## config.mk

```make
export PLATFORM = sky130hd
export DESIGN_NAME = fuse_autoread_ctrl
export DESIGN_NICKNAME = d
export VERILOG_FILES = /design/src/rtl/fuse_autoread_pkg.sv /design/src/rtl/fuse_seq_ctrl.sv /design/src/rtl/fuse_datapath.sv /design/src/rtl/fuse_autoread_ctrl.sv
export SDC_FILE = /design/constraint.sdc
export NUM_CORES = 1
export LEC_CHECK = 0
export BUFFER_PORTS_ARGS = -buffer_cell sky130_fd_sc_hd__buf_2
export CAP_MARGIN = 0
export CORE_MARGIN = 8
export CORE_UTILIZATION = 31
export CTS_BUF_LIST = sky130_fd_sc_hd__clkbuf_4
export CTS_CLUSTER_DIAMETER = 80
export DETAILED_ROUTE_END_ITERATION = 10
export GPL_ROUTABILITY_DRIVEN = 0
export PLACE_DENSITY = 0.81
export SLEW_MARGIN = 10
export SYNTH_ARGS = -nofsm -noshare
export SYNTH_HDL_FRONTEND = slang
export SYNTH_HIERARCHICAL = 1
export SYNTH_SLANG_ARGS = --single-unit
```

## constraint.sdc

```tcl
create_clock -name clk -period 1.3 [get_ports clk]
set_input_delay 0.195 -clock clk [delete_from_list [all_inputs] [get_ports clk]]
set_output_delay 0.195 -clock clk [all_outputs]
set_load 0.005 [all_outputs]
```

## src/rtl/fuse_autoread_pkg.sv

```systemverilog
package fuse_autoread_pkg;
  localparam int BUS_AW = 8;
  localparam logic [BUS_AW-1:0] OFF_STATUS = 8'h18;
  localparam logic [BUS_AW-1:0] OFF_DOUT   = 8'h20;
  localparam logic [BUS_AW-1:0] OFF_AUTO   = 8'h24;
  localparam int WADDR_LSB = 16;
  localparam int WADDR_W   = 10;

  typedef struct packed {
    logic latchAddr;
    logic capture;
  } fuseStrobe_t;

  typedef enum logic {
    ST_IDLE,
    ST_SENSE
  } seqState_t;
endpackage

```

## src/rtl/fuse_seq_ctrl.sv

```systemverilog
module fuse_seq_ctrl
  import fuse_autoread_pkg::*;
#(
  parameter int LATENCY = 8
) (
  input  logic              clk,
  input  logic              rstN,
  input  logic              busWrEn,
  input  logic [BUS_AW-1:0] busAddr,
  input  logic [1:0]        reqBits,
  output fuseStrobe_t       strb,
  output logic              busy
);
  localparam int CNT_W = (LATENCY < 2) ? 1 : $clog2(LATENCY);

  seqState_t        state;
  logic [CNT_W-1:0] cnt;
  logic             startReq;

  // Enable and read request must both be set in the same write.
  assign startReq = busWrEn && (busAddr == OFF_AUTO) && (reqBits == 2'b11);

  always_ff @(posedge clk) begin
    if (!rstN) begin
      state <= ST_IDLE;
      cnt   <= '0;
    end else begin
      unique case (state)
        ST_IDLE: if (startReq) begin
          state <= ST_SENSE;
          cnt   <= CNT_W'(LATENCY - 1);
        end
        ST_SENSE: if (cnt == '0) begin
          state <= ST_IDLE;
        end else begin
          cnt <= cnt - CNT_W'(1);
        end
        default: state <= ST_IDLE;
      endcase
    end
  end

  always_comb begin
    strb.latchAddr = (state == ST_IDLE) && startReq;
    strb.capture   = (state == ST_SENSE) && (cnt == '0);
  end
  assign busy = (state == ST_SENSE);

  // while counting, nothing on the bus reloads or restarts the sequencer
  a_r7_busy_ignores_request: assert property (@(posedge clk) disable iff (!rstN)
    (state == ST_SENSE && cnt != '0) |=> (state == ST_SENSE && cnt == $past(cnt) - CNT_W'(1)));

  // an idle sequencer stays idle unless a write to the control offset sets both bits
  a_r2_needs_both_bits: assert property (@(posedge clk) disable iff (!rstN)
    (state == ST_IDLE && !(busWrEn && busAddr == OFF_AUTO && reqBits[0] && reqBits[1]))
      |=> state == ST_IDLE);

  // one capture per accepted request
  a_r3_single_capture: assert property (@(posedge clk) disable iff (!rstN)
    strb.capture |=> !strb.capture);
endmodule

```

## src/rtl/fuse_datapath.sv

```systemverilog
module fuse_datapath
  import fuse_autoread_pkg::*;
#(
  parameter int                  WORDS      = 32,
  parameter logic [WORDS*32-1:0] FUSE_IMAGE = '0
) (
  input  logic               clk,
  input  logic               rstN,
  input  fuseStrobe_t        strb,
  input  logic               busWrEn,
  input  logic [BUS_AW-1:0]  busAddr,
  input  logic [WADDR_W-1:0] wordAddr,
  input  logic               clrBit,
  output logic [31:0]        busRdata
);
  localparam int IDX_W = (WORDS < 2) ? 1 : $clog2(WORDS);
  localparam logic [WADDR_W:0] WORDS_L = WORDS[WADDR_W:0];

  logic [31:0]        fuseMem [WORDS];
  logic [WADDR_W-1:0] addrQ;
  logic [31:0]        doutQ;
  logic               finishQ;
  logic               inRange;
  logic [31:0]        senseWord;
  logic               clrWrite;

  for (genvar g = 0; g < WORDS; g++) begin : g_unpack
    assign fuseMem[g] = FUSE_IMAGE[g*32 +: 32];
  end

  assign inRange   = ({1'b0, addrQ} < WORDS_L);
  assign senseWord = inRange ? fuseMem[addrQ[IDX_W-1:0]] : '0;
  assign clrWrite  = busWrEn && (busAddr == OFF_STATUS) && clrBit;

  always_ff @(posedge clk) begin
    if (!rstN) begin
      addrQ   <= '0;
      doutQ   <= '0;
      finishQ <= 1'b0;
    end else begin
      if (strb.latchAddr) addrQ <= wordAddr;
      if (strb.capture)   doutQ <= senseWord;
      // completion takes priority over a same-edge clear
      if (strb.capture)   finishQ <= 1'b1;
      else if (clrWrite)  finishQ <= 1'b0;
    end
  end

  always_comb begin
    unique case (busAddr)
      OFF_STATUS: busRdata = {31'b0, finishQ};
      OFF_DOUT:   busRdata = doutQ;
      default:    busRdata = '0;
    endcase
  end

  // a clear write without a completion drops the flag
  a_r6_w1c_clears: assert property (@(posedge clk) disable iff (!rstN)
    (clrWrite && !strb.capture) |=> !finishQ);

  // completion wins over a same-edge clear
  a_r9_set_wins: assert property (@(posedge clk) disable iff (!rstN)
    strb.capture |=> finishQ);

  // data register moves only on a capture
  a_r8_dout_hold: assert property (@(posedge clk) disable iff (!rstN)
    !strb.capture |=> $stable(doutQ));

  // out-of-range addresses sense zero
  a_r5_oob_zero: assert property (@(posedge clk) disable iff (!rstN)
    (strb.capture && !inRange) |=> doutQ == '0);

  // the flag only rises from a sequencer capture
  a_r3_rise_from_capture: assert property (@(posedge clk) disable iff (!rstN)
    $rose(finishQ) |-> $past(strb.capture));
endmodule

```

## src/rtl/fuse_autoread_ctrl.sv

```systemverilog
module fuse_autoread_ctrl
  import fuse_autoread_pkg::*;
#(
  parameter int                  WORDS      = 32,
  parameter int                  LATENCY    = 8,
  parameter logic [WORDS*32-1:0] FUSE_IMAGE = '0
) (
  input  logic        clk,
  input  logic        rstN,
  input  logic        busWrEn,
  input  logic [7:0]  busAddr,
  input  logic [31:0] busWdata,
  output logic [31:0] busRdata
);
  fuseStrobe_t strb;
  logic        busy;
  logic        unusedWdata;

  assign unusedWdata = ^{busWdata[31:26], busWdata[15:2], busy};

  fuse_seq_ctrl #(.LATENCY(LATENCY)) u_ctrl (
    .clk     (clk),
    .rstN    (rstN),
    .busWrEn (busWrEn),
    .busAddr (busAddr),
    .reqBits (busWdata[1:0]),
    .strb    (strb),
    .busy    (busy)
  );

  fuse_datapath #(.WORDS(WORDS), .FUSE_IMAGE(FUSE_IMAGE)) u_dp (
    .clk      (clk),
    .rstN     (rstN),
    .strb     (strb),
    .busWrEn  (busWrEn),
    .busAddr  (busAddr),
    .wordAddr (busWdata[WADDR_LSB +: WADDR_W]),
    .clrBit   (busWdata[0]),
    .busRdata (busRdata)
  );
endmodule

```

## Word-level counts from Yosys, hierarchy flattened

Memory sizes are Yosys's and may differ from the RTL's.
Index checks and enable logic that the tools add are counted.

| word-level totals | value |
|---|---|
| memory bits (read-only) | 1,024 |
| register bits after elaboration | 47 |
| input port bits | 43 |
| output and inout bits | 32 |
| memories kept | 1 |

Memory list:

| memory | words | width | rd ports | clocked after Yosys merged registers in | wr ports | RTL line | text |
|---|---|---|---|---|---|---|---|
| (no name shown) | 32 | 32 | 1 | 0 | 0 | fuse_datapath.sv:32 | `assign senseWord = inRange ? fuseMem[addrQ[IDX_W-1:0]] : '0;` |

| operators by class | value |
|---|---|
| equal/unequal tests | 6 |
| $lt $le $gt $ge | 2 |
| add/subtract/negate cells | 1 |
| mux-type cells | 12 |
| reductions and logical operators | 9 |
| bitwise operators | 2 |

Operator list:

| operator | number |
|---|---|
| 32-bit 2-to-1 mux | 3 |
| 32-bit one-hot mux with 2 select lines | 1 |
| 8-bit by 6-bit equality test with 1-bit output (second input constant) | 2 |
| 10-bit by 6-bit < comparator with 1-bit output (second input constant) | 1 |
| 8-bit by 5-bit equality test with 1-bit output (second input constant) | 1 |
| 6-bit >= comparator (second input constant) | 1 |
| 1-bit logical AND | 6 |
| 3-bit 2-to-1 mux | 2 |
| 5-bit inverter with 6-bit output | 1 |
| 3-bit one-hot mux with 2 select lines | 1 |
| 1-bit 2-to-1 mux | 4 |
| 3-bit zero test | 1 |
| 3-bit by 1-bit subtractor with 3-bit output (second input constant) | 1 |
| 2-bit equality test (second input constant) | 1 |
| 2-bit by 1-bit != test with 1-bit output (second input constant) | 1 |
| 2-bit != test (second input constant) | 1 |
| 1-bit one-hot mux with 2 select lines | 1 |
| 2-bit AND reduction | 1 |
| 2-bit nonzero test | 1 |
| 1-bit inverter | 1 |

## Depth between registers and ports, before layout

| depth | value |
|---|---|
| word-level depth | 5 |
| depth in mapped cells | 6 |

## Hierarchy

The synthesis kept the hierarchy.

By module, submodules not included:

| module | cells an instance | area each (µm²) | instances |
|---|---|---|---|
| fuse_datapath | 39 | 312.8 | 1 |
| fuse_seq_ctrl | 28 | 241.5 | 1 |

## Worst setup path after synthesis

No wires, ideal clock.

| timing | value |
|---|---|
| path kind | flip-flop to flip-flop |
| start point | register u_ctrl.cnt[0] |
| end point | register u_ctrl.cnt[1] |
| period minus slack after synthesis | 1.121 ns |
| arrival | 1.050 ns |
| slack | 0.179 ns |
| stages on the path, launching flop included | 6 |
| data required time | 1.228 ns |
| cell sequence | dfxtp_1 -> inv_1 -> ha_1 -> nand2b_1 -> a32oi_1 -> mux2i_1 |

| between the ends | value |
|---|---|
| longest elaborated chain between the ends | 3 |
| elaborated cells on any way between the ends | 6 |
| those cells by class | 1 x add/sub; 1 x eq/ne; 2 x mux; 2 x reduce/logical |

Ends and longest elaborated chain:

| item | RTL line | text |
|---|---|---|
| from (decl) | fuse_seq_ctrl.sv:17 | `logic [CNT_W-1:0] cnt;` |
| from (signal assigned) | fuse_seq_ctrl.sv:31 | `cnt <= CNT_W'(LATENCY - 1);` |
| from (signal assigned) | fuse_seq_ctrl.sv:36 | `cnt <= cnt - CNT_W'(1);` |
| 3-bit by 1-bit subtractor with 3-bit output or 3-bit zero test (tied branches) | fuse_seq_ctrl.sv:36, fuse_seq_ctrl.sv:33 |  |
| 3-bit 2-to-1 mux or 2-bit != test (tied branches) | -- |  |
| 3-bit one-hot mux with 2 select lines or 2-bit AND reduction (tied branches) | -- |  |

Parallel ways exist; a longest one is shown, timed or not. The select of a mux whose other input is x is not followed.
A chain may end at the register's enable or synchronous reset.

==> key figures <==
Worst setup path
  – Critical path class: reg -> reg
  – Critical path startpoint category: register
  – CP delay by family, top: simple AND/OR/NAND/NOR gates
  – Reg2Reg Setup Slack: 0.08 ns
  – Worst path depth: 6
  – Crit-path cells: inv_1 -> ha_1 -> nand2b_1 -> nor2_1 -> and3b_1 -> a31oi_1
  – CP Data Arrival Time: 1.38 ns
  – R2R depth: 6
  – Worst setup EP type: register
  – Crit-path slowest cell: dfxtp_1
  – CP max stage delay: 0.31 ns
  – Worst r2r src: u_ctrl/cnt[0]
  – WP buf/inv: 1
  – Crit Path Max Fanout: 3
  – CP startpoint: u_ctrl/cnt[0]
  – CP required: 1.46 ns

Power and ir drop
  – Sequential power share: 0.374
  – Share of total power in the clock network: 0.476
  – Gate power share: 0.150
  – Leakage power: 0.320 nW
  – PwrDens: 725 nW/um^2
  – Switching share of power: 0.243
  – NetSw: 100 uW
  – Tot Pwr: 412 uW
  – Max VDD drop: 269 uV
  – Internal power: 312 uW

Clocking
  – Worst-path clk slew: 0.04 ns
  – CTS Buffer Depth: 2
  – H-tree depth: 1
  – CTS tree: yes
  – Post-CTS Hold Fix Bufs: 0
  – # clock sinks: 5
  – Root Buffer: clkbuf_4
  – Inserted Clock Buffers: 3
  – Clk_lat worst skew: 0.24 ns

Placed design
  – Dpl ws: 0.0664 ns
  – Post-DP HPWL: 946 um
  – IO buf count: 13
  – Placed Instance Area: 531 um^2

STA
  – Final Hold Fails: 0
  – Tmin final: 1.22 ns
  – Tcrit/Tclk final: 0.940
  – Clock skew: 0.0000954 ns
  – Fmax: 818 MHz
  – Final setup viols: 0
  – Hold Worst Slack: 0.238 ns
  – Fin. max-slew vios: 0
  – Setup ws final: 0.0782 ns
  – Setup TNS: 0 ns
  – RSZ-0062 raised after global routing: no

Layout
  – Layout cells sized above 1: 0.265
  – Finished layout cell area: 568 um^2
  – Area Growth Syn to Fin: 2.48%
  – Multi-input gate area: 327 um^2
  – Flip-flop and latch area: 100 um^2
  – Ant. Diodes: 0
  – NumNets Final: 129
  – FILL cells: 178

Synth
  – Post-Synthesis Cells: 67
  – Synth Register Bits: 5
  – Area leader, netlist: buf_4
  – Top cells by area, synth: buf_4 (42%), dfxtp_1 (18%), nor4b_2 (5.4%)
  – Mapped Area: 554 um^2
  – Top-area cell type share of the netlist area: 0.420
  – Post-Syn Area per Cell: 8.27 um^2
  – Post-synthesis sequential area ratio: 0.181
  – Synthesis Warnings: 6
  – Count of cell types in the netlist: 21

Floorplan
  – Initial core utilization: 0.325
  – Site row count: 15
  – Core Box Area: 1710 um^2
  – Die extent in x: 58.3 um
  – IO Pins: 75
  – Chip height: 58.3 um
  – Die area: 3400 um^2

Flow run
  – Max cap viols: 0

Min path
  – Hold/Removal Path Class: in -> reg
  – Hold path start: rstN
  – Cell depth of the worst hold path: 2

Route
  – WL/cell: 9.82 um
  – WL final: 1060 um
  – Drt via density: 3.74
  – Antenna Violating Nets Remaining: 0
  – DRC Markers: 0
  – DR iter-0 viols: 14
  – Via count: 404
  – DRT Pass-1 Iters: 4

GRT
  – Initial antenna violation count: 0
  – Pin count of the biggest net entering global routing: 8
  – GRT Util Overall: 0.0640
  – Number of global-route vias before repair: 407
  – GRT Residual Overflow: 0
  – Global-route wire length before repair: 1640 um

Status
  – Status: finished clean
## cell usage in the layout (no fill, tap or decap), drive strengths merged
cell | netlist | final
a21boi | 1 | 1
a31oi | 2 | 2
a32oi | 1 | 1
and3 | 2 | 2
and3b | 1 | 1
and4b | 1 | 1
and4bb | 1 | 1
buf | 31 | 13
clkbuf | 0 | 4
conb | 1 | 31
dfxtp | 5 | 5
ha | 2 | 2
inv | 4 | 4
mux2i | 1 | 1
nand2 | 4 | 4
nand2b | 1 | 1
nand3 | 1 | 1
nor2 | 3 | 3
nor4 | 1 | 1
nor4b | 2 | 2
o21ai | 1 | 1
o311a | 1 | 1
## power by group through the flow
stage / sequential [mW] / clock (mW) / combinational [mW]
3_3_place_gp: 0.157 / 0 / 0.0551
3_5_place_dp: 0.157 / 0 / 0.0562
5_1_grt: 0.154 / 0.216 / 0.0725
4_1_cts: 0.154 / 0.205 / 0.0565
2_1_floorplan: 0.157 / 0 / 0.0984
6_report: 0.154 / 0.196 / 0.0616
## metrics by stage
step	std cells	utilization
6_report	108	0.333
5_1_grt	108	0.333
4_1_cts	108	0.328
3_5_place_dp	104	0.311
3_3_place_gp	104	0.311
2_1_floorplan	97	-
## cell usage after synthesis
library cell  number
and3b_1            1
nand2b_1           1
o21ai_0            1
mux2i_1            1
and3_1             2
a32oi_1            1
nand3_1            1
nor4_2             1
inv_1              4
nand2_1            4
o311a_1            1
a31oi_1            2
buf_4             31
a21boi_1           1
conb_1             1
nor2_1             3
nor4b_2            2
and4bb_2           1
dfxtp_1            5
ha_1               2
and4b_1            1
## path summary, 6_finish.rpt
| check | to |
|---|---|
| setup reg to reg | u_dp/finishQ |
| setup / recovery | u_dp/finishQ |
| hold reg to reg | u_ctrl/cnt[1] |
| hold / removal | u_ctrl/cnt[2] |
## kinds of logic after synthesis
group           after synthesis  share of synthesized area
fa+ha+maj                     2                     0.0451
other cells                   1                    0.00677
buf+inv                      35                      0.447
mux                           1                     0.0181
flops                         5                      0.181
compound gates                6                     0.0790
simple gates                 17                      0.223
## registers in the layout, indices dropped and copies added, names as in the netlist
name          cells
u_ctrl/cnt        3
u_dp/finishQ      1
u_ctrl/busy       1
## final cells by class
cell class | count | area share
timing repair buffer | 13 | 0.115
sequential | 5 | 0.176
inverter | 4 | 0.0264
clock buffer | 4 | 0.0529
multi-input combinational | 57 | 0.575
tap | 25 | 0.0551
## metal layers
metal / GRT usage / vias up / wire length, um
li1: - / 193 / -
met4: 0.0629 / 0 / 31
met5: 0 / - / 0
met3: 0.0375 / 4 / 162
met1: 0.0561 / 175 / 409
met2: 0.0992 / 32 / 457
## timing repair
item	CTS	global route
setup endpoints to repair	0	1
resized for setup	0	1
buffers inserted	0	0
Power figures use the tool's default switching activity.
